[src/rtl/ptrchk_pkg.sv]
package ptrchk_pkg;

    localparam logic [7:0] OP_LENGTHEN = 8'o161;
    localparam logic [7:0] OP_NIL      = 8'o171;
    localparam logic [7:0] OP_NIL_LONG = 8'o172;
    localparam logic [7:0] OP_BOUNDS   = 8'o173;
    localparam logic [7:0] OP_UNDEF_LO = 8'o174;

    typedef enum logic [2:0] {
        K_NONE,
        K_NIL,
        K_NIL_LONG,
        K_BOUNDS,
        K_LENGTHEN,
        K_UNDEF
    } op_kind_e;

    typedef enum logic [1:0] {
        F_NONE,
        F_POINTER,
        F_BOUNDS,
        F_UNIMPL
    } fault_e;

endpackage

[src/rtl/ptrchk_decode.sv]
module ptrchk_decode
    import ptrchk_pkg::*;
(
    input  logic       op_valid,
    input  logic [7:0] opcode,
    output op_kind_e   kind
);

    always_comb begin
        kind = K_NONE;
        if (op_valid) begin
            if (opcode == OP_LENGTHEN) begin
                kind = K_LENGTHEN;
            end else if (opcode == OP_NIL) begin
                kind = K_NIL;
            end else if (opcode == OP_NIL_LONG) begin
                kind = K_NIL_LONG;
            end else if (opcode == OP_BOUNDS) begin
                kind = K_BOUNDS;
            end else if (opcode[7:2] == OP_UNDEF_LO[7:2]) begin
                kind = K_UNDEF;
            end
        end
    end

endmodule

[src/rtl/ptrchk_test.sv]
module ptrchk_test
    import ptrchk_pkg::*;
#(
    parameter int W = 16
) (
    input  op_kind_e       kind,
    input  logic [W-1:0]   tos,
    input  logic [W-1:0]   nos,
    output logic           trap,
    output fault_e         fault
);

    logic tos_zero;
    logic pair_zero;
    logic index_ok;

    assign tos_zero  = (tos == '0);
    assign pair_zero = ((tos | nos) == '0);
    assign index_ok  = (nos < tos);

    always_comb begin
        trap  = 1'b0;
        fault = F_NONE;
        case (kind)
            K_NIL: begin
                trap  = tos_zero;
                fault = tos_zero ? F_POINTER : F_NONE;
            end
            K_NIL_LONG: begin
                trap  = pair_zero;
                fault = pair_zero ? F_POINTER : F_NONE;
            end
            K_BOUNDS: begin
                trap  = !index_ok;
                fault = index_ok ? F_NONE : F_BOUNDS;
            end
            K_UNDEF: begin
                trap  = 1'b1;
                fault = F_UNIMPL;
            end
            default: begin
                trap  = 1'b0;
                fault = F_NONE;
            end
        endcase
    end

endmodule

[src/rtl/ptrchk_lengthen.sv]
module ptrchk_lengthen #(
    parameter int W         = 16,
    parameter int LEN_SHIFT = 8
) (
    input  logic [W-1:0] short_ptr,
    input  logic [W-1:0] base_hi,
    output logic [W-1:0] high_word
);

    logic [W-1:0] base_shifted;

    assign base_shifted = base_hi >> LEN_SHIFT;

    always_comb begin
        if (short_ptr == '0) begin
            high_word = '0;
        end else begin
            high_word = base_shifted;
        end
    end

endmodule

[src/rtl/ptr_check_unit.sv]
module ptr_check_unit
    import ptrchk_pkg::*;
#(
    parameter int         W                 = 16,
    parameter int         LEN_SHIFT         = 8,
    parameter logic [7:0] CODE_PTR_FAULT    = 8'h02,
    parameter logic [7:0] CODE_BOUNDS_FAULT = 8'h03,
    parameter logic [7:0] CODE_UNIMPL       = 8'h01,
    parameter bit         UNDEF_AS_INDEX    = 1'b0
) (
    input  logic         clk,
    input  logic         rst_n,
    input  logic         op_valid,
    input  logic [7:0]   opcode,
    input  logic [W-1:0] tos,
    input  logic [W-1:0] nos,
    input  logic [W-1:0] ds_base_hi,
    output logic         out_valid,
    output logic         trap_stb,
    output logic [7:0]   trap_code,
    output logic [7:0]   trap_parm,
    output logic [1:0]   pop_cnt,
    output logic [1:0]   push_cnt,
    output logic [W-1:0] push_w0,
    output logic [W-1:0] push_w1
);

    typedef struct packed {
        logic         valid;
        logic         trap;
        logic [7:0]   code;
        logic [7:0]   parm;
        logic [1:0]   pop;
        logic [1:0]   push;
        logic [W-1:0] w0;
        logic [W-1:0] w1;
    } result_t;

    op_kind_e     kind;
    logic         trap_hit;
    fault_e       fault;
    logic [W-1:0] long_hi;
    logic [7:0]   undef_code;
    logic [7:0]   undef_parm;
    result_t      res_d;
    result_t      res_q;

    ptrchk_decode u_decode (
        .op_valid (op_valid),
        .opcode   (opcode),
        .kind     (kind)
    );

    ptrchk_test #(.W(W)) u_test (
        .kind  (kind),
        .tos   (tos),
        .nos   (nos),
        .trap  (trap_hit),
        .fault (fault)
    );

    ptrchk_lengthen #(.W(W), .LEN_SHIFT(LEN_SHIFT)) u_len (
        .short_ptr (tos),
        .base_hi   (ds_base_hi),
        .high_word (long_hi)
    );

    generate
        if (UNDEF_AS_INDEX) begin : g_undef_index
            assign undef_code = opcode;
            assign undef_parm = 8'h00;
        end else begin : g_undef_generic
            assign undef_code = CODE_UNIMPL;
            assign undef_parm = opcode;
        end
    endgenerate

    always_comb begin
        res_d       = '0;
        res_d.valid = (kind != K_NONE);
        if (trap_hit) begin
            res_d.trap = 1'b1;
            case (fault)
                F_POINTER: res_d.code = CODE_PTR_FAULT;
                F_BOUNDS:  res_d.code = CODE_BOUNDS_FAULT;
                F_UNIMPL: begin
                    res_d.code = undef_code;
                    res_d.parm = undef_parm;
                end
                default:   res_d.code = 8'h00;
            endcase
        end else begin
            case (kind)
                K_BOUNDS: begin
                    res_d.pop = 2'd1;
                end
                K_LENGTHEN: begin
                    res_d.pop  = 2'd1;
                    res_d.push = 2'd2;
                    res_d.w0   = tos;
                    res_d.w1   = long_hi;
                end
                default: begin
                    res_d.pop  = 2'd0;
                    res_d.push = 2'd0;
                end
            endcase
        end
    end

    always_ff @(posedge clk or negedge rst_n) begin
        if (!rst_n) begin
            res_q <= '0;
        end else begin
            res_q <= res_d;
        end
    end

    assign out_valid = res_q.valid;
    assign trap_stb  = res_q.trap;
    assign trap_code = res_q.code;
    assign trap_parm = res_q.parm;
    assign pop_cnt   = res_q.pop;
    assign push_cnt  = res_q.push;
    assign push_w0   = res_q.w0;
    assign push_w1   = res_q.w1;

endmodule

[config.mk]
export PLATFORM = sky130hd
export DESIGN_NAME = ptr_check_unit
export DESIGN_NICKNAME = d
export VERILOG_FILES = /design/src/rtl/ptrchk_pkg.sv /design/src/rtl/ptrchk_decode.sv /design/src/rtl/ptrchk_test.sv /design/src/rtl/ptrchk_lengthen.sv /design/src/rtl/ptr_check_unit.sv
export SDC_FILE = /design/constraint.sdc
export NUM_CORES = 1
export LEC_CHECK = 0
export ABC_CLOCK_PERIOD_IN_PS = 800
export BUFFER_PORTS_ARGS = -buffer_cell sky130_fd_sc_hd__clkbuf_2
export CAP_MARGIN = 20
export CORE_MARGIN = 3
export CORE_UTILIZATION = 46
export DETAILED_ROUTE_END_ITERATION = 8
export PLACE_DENSITY_LB_ADDON = 0.12
export SKIP_LAST_GASP = 1
export SLEW_MARGIN = 20
export SYNTH_ARGS = -nofsm -noshare
export SYNTH_HDL_FRONTEND = slang
export SYNTH_SLANG_ARGS = --single-unit
[constraint.sdc]
create_clock -name clk -period 0.8 [get_ports clk]
set_clock_uncertainty 0.2 [all_clocks]
set_input_delay 0.04 -clock clk [delete_from_list [all_inputs] [get_ports clk]]
set_output_delay 0.04 -clock clk [all_outputs]
set_load 0.005 [all_outputs]
==> results.cfg, run 1 <==
[run_status]
status = finished, violations left
failed_checks = negative hold slack, negative setup slack

[setup_path]
path_class = in2reg
critical_path.slowest_cell = or4_4
max_stage_delay_ns = 0.57
critical_path_arrival_ns = 1.81
critPathLaunchType = primary input
crit_path_max_fanout = 2
crit_chain = buf_12, inv_12, ha_4, or4_4, o221ai_4, a22oi_2, o21ai_1, ha_2, a21boi_2
crit_path_end_kind = register
crit_required_ns = 0.76

[power]
peakVddDrop_mv = 0.675
p_leak_nw = 2.13
finalPower_mw = 4.61
powerDensity_nw_per_um2 = 1200

[sta]
setup_viol = 74
fin_crit_ns = 1.85
finalHoldViolations = 30
clock.fmax_ghz = 0.540
layout_setup_ws_ns = -1.05
drv_slew = 0
hold_slack_ns = -0.215
post-route-period-util_pct = 232
rsz0062_at_grt = yes

[placed_design]
place_ws_ns = -1.43
dp_hpwl_um = 4460
gp_congestion = 0.851
dp_cells = 434
io_buffers = 88

[route]
first_pass_iters = 4
antenna_left = 0
drc = 0
vias_per_cell = 4.69
dr_wl_met2_um = 3210
wl_met3_um = 318
wirelength_um = 6210
m1WireLength_um = 2620
vias = 2125
dr.max_layer_used = met4
drt_iter0_drc = 66
wl_per_cell_um = 13.7

[yosys]
syn_area_um2 = 2290
async_flop_share_pct = 100
synth-seq-cells = 38
synth.most_common_cell = dfrtp_1
synth_edf_count = 0
synth_area_leaders = dfrtp_1, ha_1, buf_4
synth.top_cell.area_share_pct = 41.5
syn_avg_cell_area_um2 = 10.4
synth_seq_area_share_pct = 41.5
yosysUniqueCellTypes = 43
ys.flop_type = dfrtp_1
yosysTopAreaCell = dfrtp_1
synth_commonest_cells = dfrtp_1, inv_1, ha_1
ys_warn_count = 0
netlist_instances = 221

[grt]
grt_pass1_vias = 2157
antenna_found_initial = 0
track_usage_pct = 21.0
grt_max_degree = 36
grt_overflow = 0
grt_pass1_wl_um = 9880

[cells_and_area]
area.growth.synth_to_final_pct = 67.6
layout-drive-gt1-share_pct = 61.7
diodes = 0
fin_cells = 453
layout.nets = 476

[run]
drv_cap = 0

[worst_hold_path]
hold_class = in2reg

[floorplanning]
die_x_um = 76.6
die_y_um = 76.6
start_util_pct = 48.2
ios = 113
die_area_um2 = 5860
rows = 25
coreArea_um2 = 4750

[cts]
clock_sinks = 38
root_buffer = clkbuf_8
clockBufferDepth = 2
clk_pin_slew_ns = 0.07
htree_num_levels = 2
cts_tree = done
numCtsBuffers = 5
## power breakdown
part | leakage, nW | switching (mW) | internal (mW)
logic | 1.54 | 0.499 | 0.565
registers | 0.529 | 0.00116 | 1.93
clock network | 0.0573 | 0.625 | 0.997
## state kept, by name (all words and copies together) (netlist names)
name,count
out_valid,1
push_w1,8
push_w0,16
trap_code,2
trap_stb,1
push_cnt,1
pop_cnt,1
trap_parm,8
## metal layers
| metal | GRT usage, % | vias up |
|---|---|---|
| met5 | 0 | - |
| met4 | 6.16 | 0 |
| met3 | 3.31 | 6 |
| met2 | 37.8 | 77 |
| met1 | 25.7 | 1000 |
| li1 | - | 1042 |
## area by class of cell
type | count | area (um2)
multi-input combinational | 145 | 1450
clock buffer | 6 | 82.6
timing repair buffer | 162 | 1090
inverter | 34 | 148
clock inverter | 1 | 30.0
sequential | 38 | 951
tap | 67 | 83.8
fill | 325 | 916
## metrics by stage
stage	TNS (ns)	utilization, %	cell area, um2
global placement	-29.59	69.5	3300
detailed placement	-29.61	69.5	3300
CTS	-26.15	75.9	3610
floorplan	-19.16	-	2460
finish	-27.16	80.7	3840
global route	-31.73	80.7	3840
## timing repair
item	4_1_cts	5_1_grt
hold buffers	1	1
setup endpoints to repair	74	109
resized for setup	24	59
cloned	2	0
buffers inserted	5	8
pin swaps	16	24
hold endpoints to repair	65	64
## critical path: cells and delay by family
kind                       cells  cell delay [ns]
and+or+nand+nor                1             0.57
AOI/OAI and AO/OA              4             0.57
adders and majority gates      2             0.46
buffers and inverters          2             0.15
## cells in the final DEF (no fill, tap or decap), types with 4 or more instances in the layout
| cell type | count |
|---|---|
| and3_1 | 11 |
| dfrtp_1 | 38 |
| buf_4 | 66 |
| clkbuf_2 | 79 |
| and3_4 | 7 |
| nor2_1 | 4 |
| buf_6 | 10 |
| ha_4 | 9 |
| ha_1 | 21 |
| a21boi_2 | 5 |
| nand2_1 | 4 |
| nand4_1 | 4 |
| inv_2 | 7 |
| clkbuf_8 | 6 |
| and2_4 | 9 |
| inv_1 | 23 |
| conb_1 | 17 |
## kinds of logic (layout without fill, tap and decap cells)
group,count (synthesis),count (layout),share of synthesized area [%]
AND/OR/NAND/NOR,70,70,19.6
buffers and inverters,55,203,12.1
flip-flops,38,38,41.5
adder cells (fa/ha/maj),31,31,16.9
AO/OA/AOI/OAI,26,27,9.67
other,1,17,0.164
## worst paths after layout
kind,cells past startpoint,slack (ns),start,end
worst max-delay path,9,-1.05,nos[10],trap_code[1]
worst min-delay path,2,-0.21,ds_base_hi[10],push_w1[2]
max in group asynchronous,3,0.02,rst_n,push_w0[14]
min in group asynchronous,2,-0.07,rst_n,push_w1[4]
Note: power is estimated with default switching activity, not from simulation.
==> run 2, diff against run 1 <==
--- a/config.mk
+++ b/config.mk
@@ -12,6 +12,7 @@
 export CORE_UTILIZATION = 46
 export DETAILED_ROUTE_END_ITERATION = 8
 export PLACE_DENSITY_LB_ADDON = 0.12
+export REMOVE_ABC_BUFFERS = 1
 export SKIP_LAST_GASP = 1
 export SLEW_MARGIN = 20
 export SYNTH_ARGS = -nofsm -noshare
==> results.cfg, run 2 (synthesis results as in run 1) <==
[power]
p_int_mw = 3.20
p_leak_nw = 2.13
power_frac_clock_pct = 30.2
peakVddDrop_mv = 0.723
combinationalPowerShare_pct = 25.4
finalPower_mw = 4.34
p_seq_share_pct = 44.4
sw_frac_of_total_pct = 26.2
p_switching_mw = 1.14
powerDensity_nw_per_um2 = 1120

[run_status]
failed_checks = negative hold slack, negative setup slack
status = finished, violations left

[cells_and_area]
layout.nets = 475
largest_reg_flops = 16
multi_input_area_um2 = 1450
diodes = 0
final_cell_mix = clkbuf_2, buf_4, dfrtp_1
design_area_um2 = 3880
regArea_um2 = 951
fillers = 294
layout-drive-gt1-share_pct = 61.9
area.growth.synth_to_final_pct = 69.6
layout_commonest_cell = clkbuf_2

[floorplanning]
ios = 113
rows = 25
start_util_pct = 48.2
die_y_um = 76.6
die_area_um2 = 5860
coreArea_um2 = 4750
die_x_um = 76.6

[grt]
grt_overflow = 0
track_usage_pct = 20.3
antenna_found_initial = 0
grt_pass1_vias = 2104
grt_pass1_wl_um = 9420
grt_max_degree = 39

[worst_hold_path]
hold_class = in2reg

[setup_path]
critical_path_arrival_ns = 1.84
path_class = in2reg
critPathLaunchType = primary input
crit_path_max_fanout = 2
crit_path_end_kind = register
crit_required_ns = 0.77

[sta]
clock.fmax_ghz = 0.533
fin_crit_ns = 1.87
hold_slack_ns = -0.234
finalHoldViolations = 27
rsz0062_at_grt = yes
layout_setup_ws_ns = -1.07
post-route-period-util_pct = 234
drv_slew = 0
fin_tns_setup_ns = -26.23
setup_viol = 74

[cts]
clockBufferDepth = 2
cts_tree = done
numCtsBuffers = 5
htree_num_levels = 2
cts_hold_buf = 1
clock_sinks = 38
clk_pin_slew_ns = 0.07
root_buffer = clkbuf_8

[route]
wl_per_cell_um = 15.3
drt_iter0_drc = 50
vias_per_cell = 4.78
antenna_left = 0
drc = 0
vias = 2164
first_pass_iters = 4
wirelength_um = 6950

[run]
drv_cap = 0

[placed_design]
io_buffers = 88
dp_hpwl_um = 4290
place_area_um2 = 3200
gp_congestion = 0.790
[run 2: critical path, cell delays in order]
cell	delay [ns]
buf_6	0.10
inv_4	0.05
ha_4	0.19
or4_4	0.57
o221ai_4	0.18
a22oi_2	0.10
o21ai_2	0.24
ha_4	0.24
a21boi_1	0.12
[run 2: layout make-up]
type / count / area share, %
clock buffer: 7 / 2.22
clock inverter: 1 / 0.129
inverter: 34 / 3.54
multi-input combinational: 145 / 37.2
sequential: 38 / 24.5
tap: 67 / 2.16
timing repair buffer: 161 / 30.2
[run 2: per-stage QoR]
step	setup WS [ns]	util [%]	std cells
2_1_floorplan	-1.27	-	216
3_3_place_gp	-1.49	67.2	432
3_5_place_dp	-1.55	67.2	432
4_1_cts	-1.04	74.7	450
5_1_grt	-1.11	81.7	453
6_report	-1.07	81.7	453
[run 2: worst paths after layout]
kind / end / slack, ns / depth (start not counted) / start
min in group asynchronous: push_w1[5] / 0.10 / 3 / rst_n
max in group asynchronous: push_w0[5] / 0.12 / 3 / rst_n
setup / recovery: trap_code[1] / -1.07 / 9 / nos[13]
hold / removal: push_w1[1] / -0.23 / 2 / ds_base_hi[9]
[run 2: per-layer routing]
| metal | GRT usage (%) | vias to the layer above | part of all wire (%) |
|---|---|---|---|
| li1 | - | 1040 | - |
| met1 | 24.1 | 1018 | 38 |
| met2 | 36.4 | 88 | 53 |
| met3 | 3.66 | 18 | 5.6 |
| met4 | 7.79 | 0 | 3.2 |
| met5 | 0 | - | 0 |
[run 2: what timing repair did]
action | in CTS | in global routing
cloned | 1 | 1
resized for setup | 38 | 82
pin swaps | 30 | 29
hold endpoints to repair | 66 | 28
endpoints found under the setup margin | 74 | 74
buffers inserted | 8 | 4
[run 2: power groups by stage]
stage                     combinational, mW  sequential [mW]  clock (mW)
after floorplan                       0.281             1.96           0
after global placement                0.777             1.96           0
after detailed placement              0.790             1.96           0
after CTS                             0.942             1.93        1.33
after global routing                   1.20             1.93        1.42
final                                  1.10             1.93        1.31
==> run 3, diff against run 2 <==
--- a/config.mk
+++ b/config.mk
@@ -5,13 +5,13 @@
 export SDC_FILE = /design/constraint.sdc
 export NUM_CORES = 1
 export LEC_CHECK = 0
-export ABC_CLOCK_PERIOD_IN_PS = 800
+export ABC_CLOCK_PERIOD_IN_PS = 1520
 export BUFFER_PORTS_ARGS = -buffer_cell sky130_fd_sc_hd__clkbuf_2
 export CAP_MARGIN = 20
 export CORE_MARGIN = 3
-export CORE_UTILIZATION = 46
+export CORE_UTILIZATION = 42
 export DETAILED_ROUTE_END_ITERATION = 8
-export PLACE_DENSITY_LB_ADDON = 0.12
+export PLACE_DENSITY = 0.77
 export REMOVE_ABC_BUFFERS = 1
 export SKIP_LAST_GASP = 1
 export SLEW_MARGIN = 20
==> constraint.sdc (replaced) <==
create_clock -name clk -period 1.52 [get_ports clk]
set_clock_uncertainty 0.2 [all_clocks]
set_input_delay 0.076 -clock clk [delete_from_list [all_inputs] [get_ports clk]]
set_output_delay 0.076 -clock clk [all_outputs]
set_load 0.005 [all_outputs]
==> results.cfg, run 3 (synthesis results as in run 1) <==
[cells_and_area]
layout_commonest_cell = clkbuf_2
multi_input_area_um2 = 1340
regArea_um2 = 951
final_cell_mix = clkbuf_2, buf_4, dfrtp_1
layout-drive-gt1-share_pct = 49.8
layout.nets = 491
diodes = 0
area.growth.synth_to_final_pct = 68.3
fillers = 328
largest_reg_flops = 16

[floorplanning]
coreArea_um2 = 5200
die_y_um = 79.9
die_area_um2 = 6380
ios = 113
rows = 26
start_util_pct = 44.0
die_x_um = 79.9

[worst_hold_path]
hold_class = in2reg
hp-start = opcode[5]

[cts]
root_buffer = clkbuf_8
clock_sinks = 38
cts_hold_buf = 29
cts_tree = done
htree_num_levels = 2
clockBufferDepth = 2
clk_pin_slew_ns = 0.07
numCtsBuffers = 5

[grt]
busiest_layer = met2
use_met3_pct = 3.27
grt_overflow = 0
use_met1_pct = 24.2
antenna_found_initial = 0
track_usage_pct = 22.5
grt_max_degree = 39
grtUsageMet2_pct = 41.3
grt_pass1_wl_um = 10800
grt_pass1_vias = 2270

[power]
peakVddDrop_mv = 0.445
p_leak_nw = 2.15
powerDensity_nw_per_um2 = 594

[setup_path]
max_stage_delay_ns = 0.59
crit_chain = buf_8, inv_6, ha_4, or4_4, o221ai_4, a22oi_2, o21ai_2, ha_4, a21boi_2
crit_path_max_fanout = 2
crit_required_ns = 1.48
crit_path_end_kind = register
path_class = in2reg
critical_path_arrival_ns = 1.88
critPathLaunchType = primary input
critical_path.slowest_cell = or4_4
cp_common_cell = ha_4
critPathLaunch = tos[13]

[route]
drt_iter0_drc = 141
first_pass_iters = 5
antenna_left = 0
vias = 2288
vias_per_cell = 4.85
drc = 0
wirelength_um = 7430
wl_per_cell_um = 15.7

[run]
drv_cap = 0

[sta]
clock.fmax_ghz = 0.521
rsz0062_at_grt = yes
layout_setup_ws_ns = -0.400
finalHoldViolations = 1
fin_crit_ns = 1.92
drv_slew = 0
post-route-period-util_pct = 126
setup_viol = 11
fin_tns_setup_ns = -3.21
hold_slack_ns = -0.0996

[placed_design]
io_buffers = 88
dp_hpwl_um = 4530
gp_congestion = 0.867

[run_status]
failed_checks = negative hold slack, negative setup slack
status = finished, violations left
[run 3: changes by cell type in the layout (fill, tap and decap cells not counted), sizes merged]
cell,delta
dlygate4sd3,+28
clkbuf,+5
buf,-17
[run 3: area by class of cell]
type,instances,area share [%]
clock inverter,1,0.130
sequential,38,24.7
multi-input combinational,145,34.6
timing repair buffer,177,32.4
tap,70,2.27
clock buffer,7,2.24
inverter,34,3.64
[run 3: final timing paths]
path	endpoint	slack (ns)	depth (start not counted)
setup / recovery	trap_code[1]	-0.40	9
hold / removal	out_valid	-0.1	3
max in group asynchronous	push_w1[4]	0.63	3
min in group asynchronous	pop_cnt[0]	0.17	3
[run 3: critical path, delay by kind of cell]
kind                     cells  cell delay [ns]
AO/OA/AOI/OAI                4             0.66
AND/OR/NAND/NOR              1             0.59
adder cells (fa/ha/maj)      2             0.41
buffers and inverters        2             0.15
[run 3: where the power goes]
group	leakage, nW	switching, mW	internal, mW
Clock	0.0482	0.311	0.365
Sequential	0.529	0.000765	1.01
Combinational	1.58	0.278	0.321
Total	2.15	0.589	1.70
[run 3: layer usage]
metal	up-vias	wire length (um)
met1	1053	2790
met3	27	605
met2	139	3690
li1	1069	-
met5	-	0
met4	0	346
[run 3: what timing repair did]
item | CTS | global route
resized for setup | 28 | 35
buffers inserted | 2 | 3
pin swaps | 17 | 16
hold endpoints to repair | 66 | 1
setup endpoints to repair | 11 | 11
gates cloned | 1 | 0
[run 3: stage by stage]
step | setup slack [ns] | std cells | instance area, um2 | power (mW) | utilization [%]
global route | -0.421 | 472 | 3850 | 2.42 | 74.1
detailed placement | -0.826 | 430 | 3150 | 1.44 | 60.5
finish | -0.400 | 472 | 3850 | 2.29 | 74.1
CTS | -0.384 | 470 | 3710 | 2.23 | 71.4
floorplan | -0.585 | 216 | 2200 | 1.18 | -
global placement | -0.746 | 430 | 3150 | 1.43 | 60.5
